## config.mk

```make
export PLATFORM = sky130hd
export DESIGN_NAME = fill_engine
export DESIGN_NICKNAME = d
export VERILOG_FILES = /design/src/rtl/fill_pkg.sv /design/src/rtl/fill_decode.sv /design/src/rtl/fill_sweep.sv /design/src/rtl/fill_wport.sv /design/src/rtl/fill_engine.sv
export SDC_FILE = /design/constraint.sdc
export NUM_CORES = 1
export LEC_CHECK = 0
export ABC_AREA = 1
export BUFFER_PORTS_ARGS = -buffer_cell sky130_fd_sc_hd__buf_4
export CORE_MARGIN = 2
export CORE_UTILIZATION = 40
export DETAILED_ROUTE_END_ITERATION = 8
export SLEW_MARGIN = 20
export SYNTH_ARGS = -nofsm -noshare
export SYNTH_HDL_FRONTEND = slang
export SYNTH_SLANG_ARGS = --single-unit
```

## constraint.sdc

```tcl
create_clock -name clk -period 3.1 [get_ports clk]
set_input_delay 0.465 -clock clk [delete_from_list [all_inputs] [get_ports clk]]
set_output_delay 0.465 -clock clk [all_outputs]
set_load 0.1 [all_outputs]
```

## src/rtl/fill_pkg.sv

```systemverilog
package fill_pkg;

  typedef enum logic [1:0] {
    CYC_IGNORE    = 2'd0,
    CYC_FLASH     = 2'd1,
    CYC_BLOCK_ARM = 2'd2
  } cyc_kind_e;

  // Classify the control levels seen at a row-strobe fall.
  function automatic cyc_kind_e classify_row(input logic col_hi, input logic wen_hi,
                                             input logic xfer_hi, input logic fn_hi);
    if (col_hi && !wen_hi && fn_hi)
      return CYC_FLASH;
    else if (col_hi && xfer_hi && !fn_hi)
      return CYC_BLOCK_ARM;
    else
      return CYC_IGNORE;
  endfunction

endpackage

```

## src/rtl/fill_decode.sv

```systemverilog
module fill_decode
  import fill_pkg::*;
#(
  parameter int ADDR_W = 8,
  parameter int IO_W   = 4,
  parameter int GRP    = 4,
  localparam int GRP_W = $clog2(GRP),
  localparam int GA_W  = ADDR_W - GRP_W
) (
  input  logic              clk,
  input  logic              rst_n,
  input  logic              row_fall,
  input  logic              col_fall,
  input  logic              ctl_col_hi,
  input  logic              ctl_wen_hi,
  input  logic              ctl_xfer_hi,
  input  logic              ctl_fn_hi,
  input  logic [ADDR_W-1:0] addr,
  input  logic [IO_W-1:0]   dq,
  input  logic              busy,
  output logic              flash_go,
  output logic              blk_valid,
  output logic [ADDR_W-1:0] row_q,
  output logic [IO_W-1:0]   iomask_q,
  output logic [GA_W-1:0]   grp_q,
  output logic [GRP-1:0]    cmask_q
);

  cyc_kind_e kind;
  logic      row_accept;
  logic      col_accept;
  logic      blk_go;
  logic      armed;

  assign kind       = classify_row(ctl_col_hi, ctl_wen_hi, ctl_xfer_hi, ctl_fn_hi);
  assign row_accept = row_fall && !busy;
  // A row-strobe fall in the same cycle takes precedence over a column fall.
  assign col_accept = col_fall && !busy && !row_fall;
  assign flash_go   = row_accept && (kind == CYC_FLASH);
  assign blk_go     = col_accept && armed && ctl_fn_hi;

  always_ff @(posedge clk or negedge rst_n) begin
    if (!rst_n) begin
      armed     <= 1'b0;
      blk_valid <= 1'b0;
      row_q     <= '0;
      iomask_q  <= '0;
      grp_q     <= '0;
      cmask_q   <= '0;
    end else begin
      blk_valid <= blk_go;
      if (row_accept) begin
        row_q    <= addr;
        armed    <= (kind == CYC_BLOCK_ARM);
        // Flash always masks; block masks only with the write-enable pin low.
        iomask_q <= (kind == CYC_BLOCK_ARM && ctl_wen_hi) ? {IO_W{1'b1}} : dq;
      end else if (col_accept) begin
        armed <= 1'b0;
      end
      if (blk_go) begin
        grp_q   <= addr[ADDR_W-1:GRP_W];
        cmask_q <= dq[GRP-1:0];
      end
    end
  end

endmodule

```

## src/rtl/fill_sweep.sv

```systemverilog
module fill_sweep #(
  parameter int ADDR_W = 8
) (
  input  logic              clk,
  input  logic              rst_n,
  input  logic              flash_go,
  output logic              active,
  output logic [ADDR_W-1:0] col
);

  logic last_col;
  assign last_col = (col == {ADDR_W{1'b1}});

  always_ff @(posedge clk or negedge rst_n) begin
    if (!rst_n) begin
      active <= 1'b0;
      col    <= '0;
    end else if (active) begin
      if (last_col) begin
        active <= 1'b0;
        col    <= '0;
      end else begin
        col <= col + 1'b1;
      end
    end else if (flash_go) begin
      active <= 1'b1;
      col    <= '0;
    end
  end

endmodule

```

## src/rtl/fill_wport.sv

```systemverilog
module fill_wport #(
  parameter int ADDR_W = 8,
  parameter int IO_W   = 4,
  parameter int GRP    = 4,
  localparam int GRP_W = $clog2(GRP),
  localparam int GA_W  = ADDR_W - GRP_W
) (
  input  logic              sweep_on,
  input  logic [ADDR_W-1:0] sweep_col,
  input  logic              blk_valid,
  input  logic [IO_W-1:0]   iomask_q,
  input  logic [GA_W-1:0]   grp_q,
  input  logic [GRP-1:0]    cmask_q,
  output logic [GA_W-1:0]   wr_grp,
  output logic [GRP-1:0]    wr_col_stb,
  output logic [IO_W-1:0]   wr_bit_en
);

  function automatic logic [GRP-1:0] lane_onehot(input logic [GRP_W-1:0] idx);
    logic [GRP-1:0] v;
    v = '0;
    v[idx] = 1'b1;
    return v;
  endfunction

  always_comb begin
    wr_grp     = '0;
    wr_col_stb = '0;
    wr_bit_en  = '0;
    if (sweep_on) begin
      wr_grp     = sweep_col[ADDR_W-1:GRP_W];
      wr_col_stb = lane_onehot(sweep_col[GRP_W-1:0]);
      wr_bit_en  = iomask_q;
    end else if (blk_valid) begin
      wr_grp     = grp_q;
      wr_col_stb = cmask_q;
      wr_bit_en  = iomask_q;
    end
  end

endmodule

```

## src/rtl/fill_engine.sv

```systemverilog
module fill_engine #(
  parameter int ADDR_W = 8,
  parameter int IO_W   = 4,
  parameter int GRP    = 4,
  localparam int GRP_W = $clog2(GRP),
  localparam int GA_W  = ADDR_W - GRP_W
) (
  input  logic              clk,
  input  logic              rst_n,
  input  logic              row_fall,
  input  logic              col_fall,
  input  logic              ctl_col_hi,
  input  logic              ctl_wen_hi,
  input  logic              ctl_xfer_hi,
  input  logic              ctl_fn_hi,
  input  logic [ADDR_W-1:0] addr,
  input  logic [IO_W-1:0]   dq,
  input  logic [IO_W-1:0]   colour,
  output logic              busy,
  output logic [ADDR_W-1:0] wr_row,
  output logic [GA_W-1:0]   wr_grp,
  output logic [GRP-1:0]    wr_col_stb,
  output logic [IO_W-1:0]   wr_bit_en,
  output logic [IO_W-1:0]   wr_data
);

  // Named internal events for the bound checker.
  logic              flash_go;
  logic              blk_valid;
  logic [ADDR_W-1:0] flash_col;
  logic [ADDR_W-1:0] row_q;
  logic [IO_W-1:0]   iomask_q;
  logic [GA_W-1:0]   grp_q;
  logic [GRP-1:0]    cmask_q;

  fill_decode #(.ADDR_W(ADDR_W), .IO_W(IO_W), .GRP(GRP)) u_dec (
    .clk(clk), .rst_n(rst_n), .row_fall(row_fall), .col_fall(col_fall),
    .ctl_col_hi(ctl_col_hi), .ctl_wen_hi(ctl_wen_hi), .ctl_xfer_hi(ctl_xfer_hi),
    .ctl_fn_hi(ctl_fn_hi), .addr(addr), .dq(dq), .busy(busy),
    .flash_go(flash_go), .blk_valid(blk_valid), .row_q(row_q),
    .iomask_q(iomask_q), .grp_q(grp_q), .cmask_q(cmask_q)
  );

  fill_sweep #(.ADDR_W(ADDR_W)) u_swp (
    .clk(clk), .rst_n(rst_n), .flash_go(flash_go), .active(busy), .col(flash_col)
  );

  fill_wport #(.ADDR_W(ADDR_W), .IO_W(IO_W), .GRP(GRP)) u_wp (
    .sweep_on(busy), .sweep_col(flash_col), .blk_valid(blk_valid),
    .iomask_q(iomask_q), .grp_q(grp_q), .cmask_q(cmask_q),
    .wr_grp(wr_grp), .wr_col_stb(wr_col_stb), .wr_bit_en(wr_bit_en)
  );

  assign wr_row  = row_q;
  assign wr_data = colour;

endmodule

```

# Yosys cells after proc, flatten, opt, wreduce, memory -nomap -nowiden
# Cells that the tools add are included.
[classes]
muxes = 19
reduce_logical = 18
add_sub_neg = 1
n_eq_ne = 3
magnitude_cmp = 2
[op_table]
columns = ["op", "count"]
rows = [
  ["2-to-1 mux 8 bit", 3],
  ["2-to-1 mux 4 bit", 5],
  ["logical AND 1 bit", 12],
  ["2-to-1 mux 6 bit", 2],
  ["adder 8 x 1 -> 8 bit, second input constant", 1],
  ["equality test 8 bit, second input constant", 1],
  ["2-to-1 mux 1 bit", 6],
  ["logical NOT 1 bit", 4],
  ["2-to-1 mux 2 bit", 2],
  ["nonzero test 2 bit", 2],
  ["less-than comparator 2 x 3 -> 1 bit, second input constant", 1],
  ["demux 1 bit (select 2 bit)", 1],
  ["equality test 2 x 1 -> 1 bit, second input constant", 1],
  ["equality test 2 bit, second input constant", 1],
  ["greater-or-equal comparator 2 x 1 -> 1 bit, second input constant", 1],
]
[totals]
input_bits = 24
reg_bits = 33

# Logic depth before layout (Yosys ltp)
[logic_depth]
ltp_word = 8
ltp_mapped = 7

# By module
# From an unflattened synthesis, not the netlist that was laid out.
[hier_totals]
cells_unflattened = 238
hier_area_um2 = 1770.4
[modules_own_cells]
columns = ["module", "cells_each", "area_per_inst_um2", "instances"]
rows = [
  ["fill_decode", 119, 1042.2, 1],
  ["fill_sweep", 70, 501.7, 1],
  ["fill_wport", 45, 196.4, 1],
  ["fill_engine", 4, 30.0, 1],
]

# Worst setup path before layout
# No wires, ideal clock.
[synth_path]
kind = "reg-to-output"
from = "register u_swp.active"
to = "output wr_grp[0]"
path_buffers = 1
path_stages_with_launch = 4
required_ns = 2.635
slack_ns = -0.739
t_arrival_ns = 3.374
cell_sequence = "dfrtp_1 -> inv_2 -> clkbuf_1 -> o21ai_0"
[synth_via]
elab_chain_cells = 1
[synth_lines]
columns = ["element", "line_no", "text"]
rows = [
  ["start, declared", "fill_sweep.sv:7", "output logic active,"],
  ["start signal, assigned", "fill_sweep.sv:16", "active <= 1'b0;"],
  ["start signal, assigned", "fill_sweep.sv:20", "active <= 1'b0;"],
  ["start signal, assigned", "fill_sweep.sv:26", "active <= 1'b1;"],
  ["2-to-1 mux 6 bit", "fill_wport.sv:30", "if (sweep_on) begin"],
  ["end, declared", "fill_engine.sv:21", "output logic [GA_W-1:0] wr_grp,"],
]
# Every way passes these cells.

# Worst setup path after layout
[layout_path]
from = "register u_swp.active"
to = "output wr_grp[1]"
# Same word-level chain as after synthesis.

==> flow_metrics.env <==
export IMPL_routabilityCongestion=0.773
export IMPL_ys_top_cells_by_count="nand2_1, dfrtp_1, o21ai_0, inv_1, nand3_1"
export IMPL_synth_top_area_frac=0.495
export IMPL_grt_pass1_vias=1316
export IMPL_clock_sinks=33
export IMPL_arrival_ps=1680
export IMPL_yosysTopAreaCell="dfrtp_1"
export IMPL_dp_cells=292
export IMPL_vdd_drop_max_v=0.000620
export IMPL_crit_path_max_incr_delay_ps=580
export IMPL_ios=51
export IMPL_layout_nets=277
export IMPL_syn_cell_area_um2=1670
export IMPL_cp_num_buf_inv=2
export IMPL_clk_path_buf_depth=2
export IMPL_yosysMostFrequentCell="nand2_1"
export IMPL_rows=23
export IMPL_core_um2=4000
export IMPL_clkTransAtPathRegs_ps=70
export IMPL_drc=0
export IMPL_drive_gt1_frac=0.248
export IMPL_clock_fmax_ghz=0.466
export IMPL_crit_path_start="u_swp.active$_DFF_PN0_"
export IMPL_synth_ff_type="dfrtp_1"
export IMPL_synth_seq_area_share=0.495
export IMPL_num_antenna_cells=0
export IMPL_critPathCaptureType="output pin"
export IMPL_p_leak_nw=1.11
export IMPL_period_share=0.692
export IMPL_fp_dieH_um=68.6
export IMPL_hold_viol=0
export IMPL_synth_area_leaders="dfrtp_1, nand2_1, o21ai_0"
export IMPL_maxSlewHeadroom=0.575
export IMPL_fin_cells=300
export IMPL_ys_async_sr_fraction=1.00
export IMPL_rr_startpoint="u_swp.active$_DFF_PN0_"
export IMPL_grt_pass1_wl_mm=5.93
export IMPL_cts_root_buf="clkbuf_8"
export IMPL_antenna_found_initial=0
export IMPL_cts_resized=0
export IMPL_fin_area_um2=2100
export IMPL_htreeDepth=2
export IMPL_syn_nets=239
export IMPL_total_power_mw=2.21
export IMPL_rsz0062_at_grt="false"
export IMPL_period_needed_ps=2140
export IMPL_first_pass_iters=4
export IMPL_drv_cap=0
export IMPL_timing_final_max_slew_violations=0
export IMPL_synth_cell_types=19
export IMPL_syn_avg_cell_area_um2=7.90
export IMPL_ant_nets=0
export IMPL_setup_viol=0
export IMPL_viasPerCell=4.60
export IMPL_status="complete, no violations"
export IMPL_grt_max_degree=34
export IMPL_start_kind="register"
export IMPL_wl_mm=3.56
export IMPL_numCtsBuffers=5
export IMPL_dieArea_um2=4700
export IMPL_cts_tree="built"
export IMPL_postCtsSetupBuffers=0
export IMPL_yosys_warnings=0
export IMPL_cpMaxStageDelayCell="dfrtp_1"
export IMPL_reg2reg_slack_ps=1260
export IMPL_gr_total_overflow=0
export IMPL_grt_use_total=0.173
export IMPL_tightest_slew_ps=638
export IMPL_skew_ps=3.19
export IMPL_criticalPathCategory="register to output pin"
export IMPL_wl_per_cell_um=11.9
export IMPL_crit_fanout=21
export IMPL_vias=1381
export IMPL_area_delta_synth_final_pct=26.1
export IMPL_hold_class="primary input to asynchronous set/reset pin"
export IMPL_p_per_area_nw_per_um2=1050
export IMPL_synth_seq_cells=33
export IMPL_dp_hpwl_mm=2.65
export IMPL_io_buffer_count=42
export IMPL_fin_util=0.526
export IMPL_path_delay_family="flip-flops"
export IMPL_synth_cells=211
export IMPL_cp_cell_sequence="inv_2, o21ai_0, buf_4"
export IMPL_placed_area_um2=1990
export IMPL_chipWidth_um=68.6
export IMPL_cts_hold_buffers=0
export IMPL_insertion_delay_ps=280
export IMPL_worstPathRequired_ps=2630
export IMPL_drt_initial_drc_count=53
export IMPL_synth_edf_count=0
export IMPL_start_util=0.417
## worst register-to-register path, stage by stage, from the launching register on
cell and delay (ps):
dfrtp_1 580, inv_2 230, nand3_1 130, or2_1 520, inv_2 130, nand2_1 90
nand2_1 50
## cell type report
class	instances	area, um2
clock buffers	7	86.3
clock inverters	1	30.0
fillers	391	1900
inverters	25	93.8
multi-input cells	141	682
flip-flops and latches	33	826
well taps	50	62.6
repair buffers	43	323
## final timing paths
kind | to | cells after the start
setup reg to reg | u_dec.cmask_q[1]$_DFFE_PN0P_ | 6
setup / recovery | wr_grp[1] | 3
min in group clk | u_dec.row_q[0]$_DFFE_PN0P_ | 3
hold reg to reg | u_dec.row_q[0]$_DFFE_PN0P_ | 2
max in group asynchronous | u_dec.grp_q[4]$_DFFE_PN0P_ | 1
hold / removal | u_dec.iomask_q[2]$_DFFE_PN0P_ | 1
## state kept, by name, indices dropped and copies added, names as in the netlist
register         count
u_dec.row_q          8
u_swp.col            8
u_dec.grp_q          6
u_dec.cmask_q        4
u_dec.iomask_q       4
u_dec.armed          1
u_dec.blk_valid      1
u_swp.active         1
## where the power goes
part           total (mW)  switching [mW]  leakage, nW  internal, mW
clock               0.416           0.154       0.0585         0.262
combinational        1.16           0.914        0.629         0.243
sequential          0.636          0.0897        0.423         0.546
## metal layers
metal | vias up | wire length (um) | global-route usage
li1 | 738 | - | -
met1 | 602 | 1780 | 0.236
met2 | 32 | 1540 | 0.256
met3 | 9 | 178 | 0.0584
met4 | 0 | 61 | 0.0625
met5 | - | 0 | 0
## layout by cell type (no fill, tap or decap), drive strengths merged
cell type	n
a21oi	1
nor2	13
xor2	1
or2	1
nand2	63
ha	4
o21ai	33
inv	25
buf	43
bufinv	1
nand4	1
dfrtp	33
o21bai	1
clkbuf	7
nand3	23
## metrics by stage
step           setup slack, ps  hold WS (ps)  TNS, ps
3_3_place_gp              1270           432        0
5_1_grt                    885           137        0
3_5_place_dp              1220           429        0
6_report                   956           113        0
2_1_floorplan             -739           169    -2960
4_1_cts                    919           121        0
## kinds of logic (layout without fill, tap and decap cells)
logic type      count (synthesis)  in the layout  share of synthesized area
simple gates                  101            101                      0.248
buf+inv                        37             76                      0.102
compound gates                 35             35                      0.120
flops                          33             33                      0.495
fa+ha+maj                       4              4                     0.0300
xor+xnor                        1              1                    0.00525
Power figures use the tool's default switching activity.
